[config.mk]
export PLATFORM = sky130hd
export DESIGN_NAME = can_mb_irq_flags
export DESIGN_NICKNAME = d
export VERILOG_FILES = /design/src/rtl/mbif_pkg.sv /design/src/rtl/mbif_flag_bank.sv /design/src/rtl/mbif_summary.sv /design/src/rtl/can_mb_irq_flags.sv
export SDC_FILE = /design/constraint.sdc
export NUM_CORES = 1
export LEC_CHECK = 0
export ABC_AREA = 0
export BUFFER_PORTS_ARGS = -buffer_cell sky130_fd_sc_hd__buf_2
export CAP_MARGIN = 25
export CELL_PAD_IN_SITES_DETAIL_PLACEMENT = 1
export CELL_PAD_IN_SITES_GLOBAL_PLACEMENT = 1
export CORE_MARGIN = 1.5
export CORE_UTILIZATION = 43
export CTS_CLUSTER_SIZE = 14
export DETAILED_ROUTE_END_ITERATION = 8
export GPL_TIMING_DRIVEN = 0
export PLACE_DENSITY = 0.88
export SETUP_SLACK_MARGIN = 0.5
export SYNTH_ARGS = -nofsm -noshare
export SYNTH_HDL_FRONTEND = slang
export SYNTH_SLANG_ARGS = --single-unit
[constraint.sdc]
create_clock -name clk -period 5.3 [get_ports clk]
set_input_delay 1.06 -clock clk [delete_from_list [all_inputs] [get_ports clk]]
set_output_delay 1.06 -clock clk [all_outputs]
set_load 0.01 [all_outputs]
[src/rtl/mbif_pkg.sv]
package mbif_pkg;
    localparam int MB_N   = 32;
    localparam int HALF_W = 16;
    localparam int N_HALF = MB_N / HALF_W;
    localparam int ADDR_W = 5;

    typedef logic [MB_N-1:0]   mb_vec_t;
    typedef logic [HALF_W-1:0] half_t;
    typedef logic [ADDR_W-1:0] addr_t;

    typedef enum logic [1:0] {
        FLAG_W1C,   // hardware sets, software writes 1 to clear
        FLAG_W1S,   // software writes 1 to set, hardware clears
        FLAG_RW     // plain read/write
    } flag_kind_e;

    typedef struct packed {
        logic  wr;
        addr_t addr;
        half_t wdata;
    } bus_req_t;

    // register map, each flag register occupies BASE (low half) and BASE+1 (high half)
    localparam addr_t A_MASK   = 5'd0;
    localparam addr_t A_RXD    = 5'd2;
    localparam addr_t A_RMT    = 5'd4;
    localparam addr_t A_OVW    = 5'd6;
    localparam addr_t A_TXREQ  = 5'd8;
    localparam addr_t A_CANREQ = 5'd10;
    localparam addr_t A_TXACK  = 5'd12;
    localparam addr_t A_ABACK  = 5'd14;
    localparam addr_t A_SUMM   = 5'd16;

    // summary bit positions decoded by the interrupt controller
    localparam int S_RXD   = 1;
    localparam int S_RMT   = 2;
    localparam int S_EMPTY = 8;
    localparam int S_OVW   = 9;

    localparam half_t SUMM_IMPL = half_t'((1 << S_RXD) | (1 << S_RMT) | (1 << S_EMPTY) | (1 << S_OVW));

    typedef struct packed {
        logic ovw;
        logic empty;
        logic rmt;
        logic rxd;
    } sum_set_t;

    function automatic half_t pick_half(input mb_vec_t v, input logic hi);
        return hi ? v[MB_N-1:HALF_W] : v[HALF_W-1:0];
    endfunction

    function automatic half_t sum_vec(input sum_set_t s);
        half_t r;
        r = '0;
        r[S_RXD]   = s.rxd;
        r[S_RMT]   = s.rmt;
        r[S_EMPTY] = s.empty;
        r[S_OVW]   = s.ovw;
        return r;
    endfunction
endpackage

[src/rtl/mbif_flag_bank.sv]
module mbif_flag_bank
    import mbif_pkg::*;
#(
    parameter flag_kind_e KIND    = FLAG_W1C,
    parameter addr_t      BASE    = '0,
    parameter mb_vec_t    RST_VAL = '0
) (
    input  logic     clk,
    input  logic     rst,
    input  bus_req_t req,
    input  mb_vec_t  hw_set,
    input  mb_vec_t  hw_clr,
    output mb_vec_t  q
);
    mb_vec_t sw_ones;
    mb_vec_t sw_load;
    mb_vec_t d;

    for (genvar h = 0; h < N_HALF; h++) begin : g_half
        logic hit;
        assign hit = req.wr && (req.addr == addr_t'(int'(BASE) + h));
        assign sw_ones[h*HALF_W +: HALF_W] = hit ? req.wdata : '0;
        assign sw_load[h*HALF_W +: HALF_W] = {HALF_W{hit}};
    end

    if (KIND == FLAG_W1C) begin : g_w1c
        // hardware set applied last so it wins over a write-1 clear
        assign d = ((q & ~sw_ones) & ~hw_clr) | hw_set;
    end else if (KIND == FLAG_W1S) begin : g_w1s
        assign d = ((q | sw_ones) | hw_set) & ~hw_clr;
    end else begin : g_rw
        assign d = (((sw_load & sw_ones) | (~sw_load & q)) & ~hw_clr) | hw_set;
    end

    always_ff @(posedge clk) begin
        if (rst) q <= RST_VAL;
        else     q <= d;
    end

    if (KIND == FLAG_W1C) begin : g_chk_w1c
        // a hardware set is visible next cycle even under a write-1 clear
        a_r9_set_wins: assert property (@(posedge clk) disable iff (rst)
            (|hw_set) |=> ((q & $past(hw_set)) == $past(hw_set)));
        // bits neither set nor written stay unchanged
        a_r8_hold: assert property (@(posedge clk) disable iff (rst)
            (!req.wr && hw_set == '0 && hw_clr == '0) |=> $stable(q));
    end else if (KIND == FLAG_W1S) begin : g_chk_w1s
        // completion or abort clears the request bit
        a_r6_hw_clear: assert property (@(posedge clk) disable iff (rst)
            (|hw_clr) |=> ((q & $past(hw_clr)) == '0));
        // a write never drops a bit the hardware did not clear
        a_r11_no_drop: assert property (@(posedge clk) disable iff (rst)
            (hw_clr == '0) |=> ((q & $past(q)) == $past(q)));
    end else begin : g_chk_rw
        // the low-half write lands when no hardware term touches it
        a_r1_write_lands: assert property (@(posedge clk) disable iff (rst)
            (req.wr && req.addr == BASE && hw_set == '0 && hw_clr == '0)
            |=> (q[HALF_W-1:0] == $past(req.wdata)));
    end
endmodule

[src/rtl/mbif_summary.sv]
module mbif_summary
    import mbif_pkg::*;
(
    input  logic     clk,
    input  logic     rst,
    input  bus_req_t req,
    input  mb_vec_t  mb_is_rx,
    input  mb_vec_t  mask,
    input  mb_vec_t  ev_rx_data,
    input  mb_vec_t  ev_rx_remote,
    input  mb_vec_t  ev_overrun,
    input  mb_vec_t  ev_tx_done,
    input  mb_vec_t  ev_tx_abort,
    output half_t    summ,
    output logic     irq
);
    mb_vec_t  rx_ok;
    mb_vec_t  tx_ok;
    sum_set_t set_s;
    half_t    set_v;
    half_t    clr_v;

    assign rx_ok = mb_is_rx & ~mask;
    assign tx_ok = ~mb_is_rx & ~mask;

    always_comb begin
        set_s.rxd   = |(ev_rx_data   & rx_ok);
        set_s.rmt   = |(ev_rx_remote & rx_ok);
        set_s.ovw   = |(ev_overrun   & rx_ok);
        set_s.empty = |((ev_tx_done | ev_tx_abort) & tx_ok);
    end

    assign set_v = sum_vec(set_s);
    assign clr_v = (req.wr && req.addr == A_SUMM) ? (req.wdata & SUMM_IMPL) : '0;

    always_ff @(posedge clk) begin
        if (rst) summ <= '0;
        else     summ <= (summ & ~clr_v) | set_v;
    end

    assign irq = |summ;

    // an unmasked receive event raises its summary bit
    a_r3_rx_raise: assert property (@(posedge clk) disable iff (rst)
        (|(ev_rx_data & mb_is_rx & ~mask)) |=> summ[S_RXD]);
    // no qualifying event and no prior bit keeps the bit low
    a_r5_masked_quiet: assert property (@(posedge clk) disable iff (rst)
        (!summ[S_RXD] && ((ev_rx_data & mb_is_rx & ~mask) == '0)) |=> !summ[S_RXD]);
    // no unmasked transmit-side event keeps the empty bit low
    a_r7_empty_quiet: assert property (@(posedge clk) disable iff (rst)
        (!summ[S_EMPTY] && (((ev_tx_done | ev_tx_abort) & ~mb_is_rx & ~mask) == '0))
        |=> !summ[S_EMPTY]);
    // unimplemented positions never hold a 1
    a_r2_unused_zero: assert property (@(posedge clk) disable iff (rst)
        (summ & ~SUMM_IMPL) == '0);
endmodule

[src/rtl/can_mb_irq_flags.sv]
module can_mb_irq_flags
    import mbif_pkg::*;
(
    input  logic        clk,
    input  logic        rst,
    input  logic        reg_wr,
    input  logic [4:0]  reg_addr,
    input  logic [15:0] reg_wdata,
    output logic [15:0] reg_rdata,
    input  logic [31:0] mb_is_rx,
    input  logic [31:0] ev_rx_data,
    input  logic [31:0] ev_rx_remote,
    input  logic [31:0] ev_overrun,
    input  logic [31:0] ev_tx_done,
    input  logic [31:0] ev_tx_abort,
    output logic [15:0] irq_summary,
    output logic        irq_o
);
    bus_req_t req;
    mb_vec_t  mask_q, rxd_q, rmt_q, ovw_q, txreq_q, canreq_q, txack_q, aback_q;
    mb_vec_t  tx_end;

    assign req    = '{wr: reg_wr, addr: reg_addr, wdata: reg_wdata};
    assign tx_end = ev_tx_done | ev_tx_abort;

    mbif_flag_bank #(.KIND(FLAG_RW),  .BASE(A_MASK),   .RST_VAL('1)) u_mask (
        .clk(clk), .rst(rst), .req(req), .hw_set('0), .hw_clr('0), .q(mask_q));
    mbif_flag_bank #(.KIND(FLAG_W1C), .BASE(A_RXD),    .RST_VAL('0)) u_rxd (
        .clk(clk), .rst(rst), .req(req), .hw_set(ev_rx_data), .hw_clr('0), .q(rxd_q));
    mbif_flag_bank #(.KIND(FLAG_W1C), .BASE(A_RMT),    .RST_VAL('0)) u_rmt (
        .clk(clk), .rst(rst), .req(req), .hw_set(ev_rx_remote), .hw_clr('0), .q(rmt_q));
    mbif_flag_bank #(.KIND(FLAG_W1C), .BASE(A_OVW),    .RST_VAL('0)) u_ovw (
        .clk(clk), .rst(rst), .req(req), .hw_set(ev_overrun), .hw_clr('0), .q(ovw_q));
    mbif_flag_bank #(.KIND(FLAG_W1S), .BASE(A_TXREQ),  .RST_VAL('0)) u_txreq (
        .clk(clk), .rst(rst), .req(req), .hw_set('0), .hw_clr(tx_end), .q(txreq_q));
    mbif_flag_bank #(.KIND(FLAG_W1S), .BASE(A_CANREQ), .RST_VAL('0)) u_canreq (
        .clk(clk), .rst(rst), .req(req), .hw_set('0), .hw_clr(tx_end), .q(canreq_q));
    mbif_flag_bank #(.KIND(FLAG_W1C), .BASE(A_TXACK),  .RST_VAL('0)) u_txack (
        .clk(clk), .rst(rst), .req(req), .hw_set(ev_tx_done), .hw_clr('0), .q(txack_q));
    mbif_flag_bank #(.KIND(FLAG_W1C), .BASE(A_ABACK),  .RST_VAL('0)) u_aback (
        .clk(clk), .rst(rst), .req(req), .hw_set(ev_tx_abort), .hw_clr('0), .q(aback_q));

    mbif_summary u_summ (
        .clk(clk), .rst(rst), .req(req),
        .mb_is_rx(mb_is_rx), .mask(mask_q),
        .ev_rx_data(ev_rx_data), .ev_rx_remote(ev_rx_remote), .ev_overrun(ev_overrun),
        .ev_tx_done(ev_tx_done), .ev_tx_abort(ev_tx_abort),
        .summ(irq_summary), .irq(irq_o));

    always_comb begin
        logic hi;
        hi = reg_addr[0];
        unique case ({reg_addr[4:1], 1'b0})
            A_MASK:   reg_rdata = pick_half(mask_q, hi);
            A_RXD:    reg_rdata = pick_half(rxd_q, hi);
            A_RMT:    reg_rdata = pick_half(rmt_q, hi);
            A_OVW:    reg_rdata = pick_half(ovw_q, hi);
            A_TXREQ:  reg_rdata = pick_half(txreq_q, hi);
            A_CANREQ: reg_rdata = pick_half(canreq_q, hi);
            A_TXACK:  reg_rdata = pick_half(txack_q, hi);
            A_ABACK:  reg_rdata = pick_half(aback_q, hi);
            A_SUMM:   reg_rdata = hi ? '0 : irq_summary;
            default:  reg_rdata = '0;
        endcase
    end

    // without events or a summary write, mask changes leave the summary alone
    a_r10_no_late_raise: assert property (@(posedge clk) disable iff (rst)
        ((ev_rx_data | ev_rx_remote | ev_overrun | ev_tx_done | ev_tx_abort) == '0
         && !(reg_wr && reg_addr == A_SUMM)) |=> $stable(irq_summary));
    // the combined line follows the summary register
    a_r2_irq_follows: assert property (@(posedge clk) disable iff (rst)
        (irq_summary == '0) |-> !irq_o);
endmodule

==> metrics.md <==
| Metric | Value |
|---|---|
| Crit Path Class | input port to primary output |
| Port bufs | ~220 |
| Arrival time at the worst endpoint | roughly 3.8 ns |
| Setup TNS | 0 ns |
| Mapped Avg Cell Area | about 8 um2 |
| Antenna diode count | 0 |
| I/O pin count | ~250 |
| Clk sink count | 260 |
| Post-route design area | 14770 um2 |
| Cell Area, Placed | between 10000 and 15000 um2 |
| Hold slack | just under 0.5 ns |
| Slew Limit Fails | 0 |
| Outcome | finished, final reports clean |
| PwrDens | between 300 and 400 nW/um2 |
| CTS tree | yes |
| # H-tree levels | 1 |
| Synth top area share | around 43% |
| Tcrit/Tclk final | 91.04% |
| Initial antenna violation count | 0 |
| Routed Antenna Nets | 0 |
| Vias in the first global route | 13530 |
| CTS max path bufs | 3 |
| Share of cells above drive strength 1 | between 10% and 20% |
| Critical Path RT | between 4 and 5 ns |
| Leakage | ~0.006 uW |
| Prevailing post-synth register cell | dfxtp_1 |
| Initial Utilization | roughly 44% |
| DPL Wire Length | between 40000 and 50000 um |
| Worst min path class | flop to flop |
| Worst-path maximum fanout | 10 |
| TritonCTS Buffers | 29 |
| Final Skew | a little under 0.008 ns |
| Max Freq | about 0.21 GHz |
| Vias | between 10000 and 15000 |
| Gpl congestion | 1.038 |
| Ys async rst share | 0% |
| Routed vias/inst | between 6 and 7 |
| Die Span Y | 170.6 um |
| Synth Instances | roughly 1500 |
| WL/cell | around 29 um |
| Clk pin slew, worst setup/hold paths | approximately 0.060 ns |
| CTS root buffer | clkbuf_16 |
| Worst skew pair latency | ~0.57 ns |
| Nets | approximately 2000 |
| Peak supply drop | 206.1 uV |
| WL final | around 64000 um |
| CP Capture Type | primary output |
| Synth top area cells | dfxtp_1, a21oi_1, nor2_1, mux2i_1, nand2_1 |
| FP Rows | ~60 |
| Overall power | a little under 5000 uW |
| Post-CTS Setup Inserts | 0 |
| Final Hold Vio Count | 0 |
| Minimum clock period | 4.825 ns |
| Core area | 27710 um2 |
| RSZ-0062 raised after global routing | false |
| Area grow syn2layout | 22.24% |
| Drt pass-1 iters | 5 |
| #FFs+latches synth | 260 |
| Drt first-iter violations | a little over 2000 |
| First-pass GRT wire length | about 90000 um |
| GRT Util Overall | 43.21% |
| Post-synth EDFFs | 0 |
| Mapped Area | roughly 12000 um2 |
| Die Area | just under 30000 um2 |
| DIE WIDTH | between 150 and 200 um |
| MaxCap Viol Count | 0 |
| Worst setup SP type | input port |
| # setup viols final | 0 |
| Commonest cells in the netlist | dfxtp_1, a21oi_1, nor2_1 |
| Unique masters post-synth | 39 |
| Area leader, netlist | dfxtp_1 |
| Final core utilization | 53.31% |
| Largest net degree at the start of global routing | 15 |
| Worst-margin pin slew | about 1.0 ns |
| Fillcell total | roughly 3500 |
| Sequential area share after synthesis | 43.08% |
| Grt ovf | 0 |
| Slew margin rel. | between 30% and 40% |
| Residual DRC | 0 |
| Most frequent cell after synthesis | dfxtp_1 |
| Ys Warns | 0 |
==> cell usage in the layout (no fill, tap or decap), types with 3 or more instances in the layout <==
master     count
bufinv_16      3
nand4_1        8
a21oi_1      229
o21ai_0       46
dfxtp_1      260
conb_1        12
nor4_1        80
mux2i_1       81
buf_2        250
inv_1          4
a22oi_1       54
nor3_2         3
clkbuf_1      82
clkbuf_16     29
mux2_2        11
nor2_1       219
a211o_1       34
buf_4         14
o22ai_1       32
nor2b_1       66
nor2_2         4
a221oi_1      26
nand2_1      189
nand3_1        6
clkbuf_8      13
a31oi_1        4
and2_1         3
nor3_1         5
a222oi_1       7
==> per-layer routing <==
layer / up-vias / global-route usage (%) / wire length, um
li1: 5941 / - / -
met4: 0 / 25.32 / 4297
met1: 6850 / 56.53 / 24900
met3: 243 / 8.166 / 7583
met5: - / 1.913 / 0
met2: 1074 / 66.21 / 27420
==> final timing paths <==
| kind | slack, ns | startpoint | to | depth (start not counted) |
|---|---|---|---|---|
| max reg2reg | 3.68 | flop | u_summ.summ[2] | 5 |
| max | 0.47 | reg_addr[0] | reg_rdata[15] | 9 |
| min | 0.48 | u_aback.q[30] | u_aback.q[30] | 2 |
| min reg2reg | 0.48 | u_aback.q[30] | u_aback.q[30] | 2 |
==> cell families after synthesis <==
kind of cell / count (synthesis) / synth area share [%]
simple gates: 597 / 22.67
compound gates: 435 / 21.76
flops: 260 / 43.08
buf+inv: 129 / 4.732
mux: 92 / 7.735
other cells: 1 / 0.03104
==> critical path: stages <==
cell and delay, ns:
buf_2 0.11, buf_2 0.30, buf_2 0.37, buf_2 0.54, mux2i_1 0.38, o22ai_1 0.19, nor4_1 0.31, o21ai_0 0.26
buf_2 0.21
==> area by class of cell <==
cell class              instances  area (um2)  share of cell area (%)
clock inverters                 6       111.4                  0.7539
multi-input cells            1136        6354                   43.02
inverters                       5       18.77                  0.1271
well taps                     378       473.0                   3.202
clock buffers                  48       927.1                   6.277
flip-flops and latches        260        5205                   35.24
plain buffers                 124       555.5                   3.761
repair buffers                222        1126                   7.624
==> through the flow <==
stage,setup WS [ns],instances
finish,0.4747,2179
global route,0.5379,2179
CTS,0.5404,2176
detailed placement,0.5555,2122
global placement,0.3669,2121
floorplan,1.747,1525
==> power breakdown <==
part	switching (uW)	internal, uW
registers	70.8	2050
clock network	876	1330
logic	408	204
total	1360	3580
==> what timing repair did <==
action,in CTS,in global routing
hold buffers,0,0
resized for setup,0,5
endpoints found under the setup margin,0,6
No activity file was read; power rests on OpenSTA's default activity.
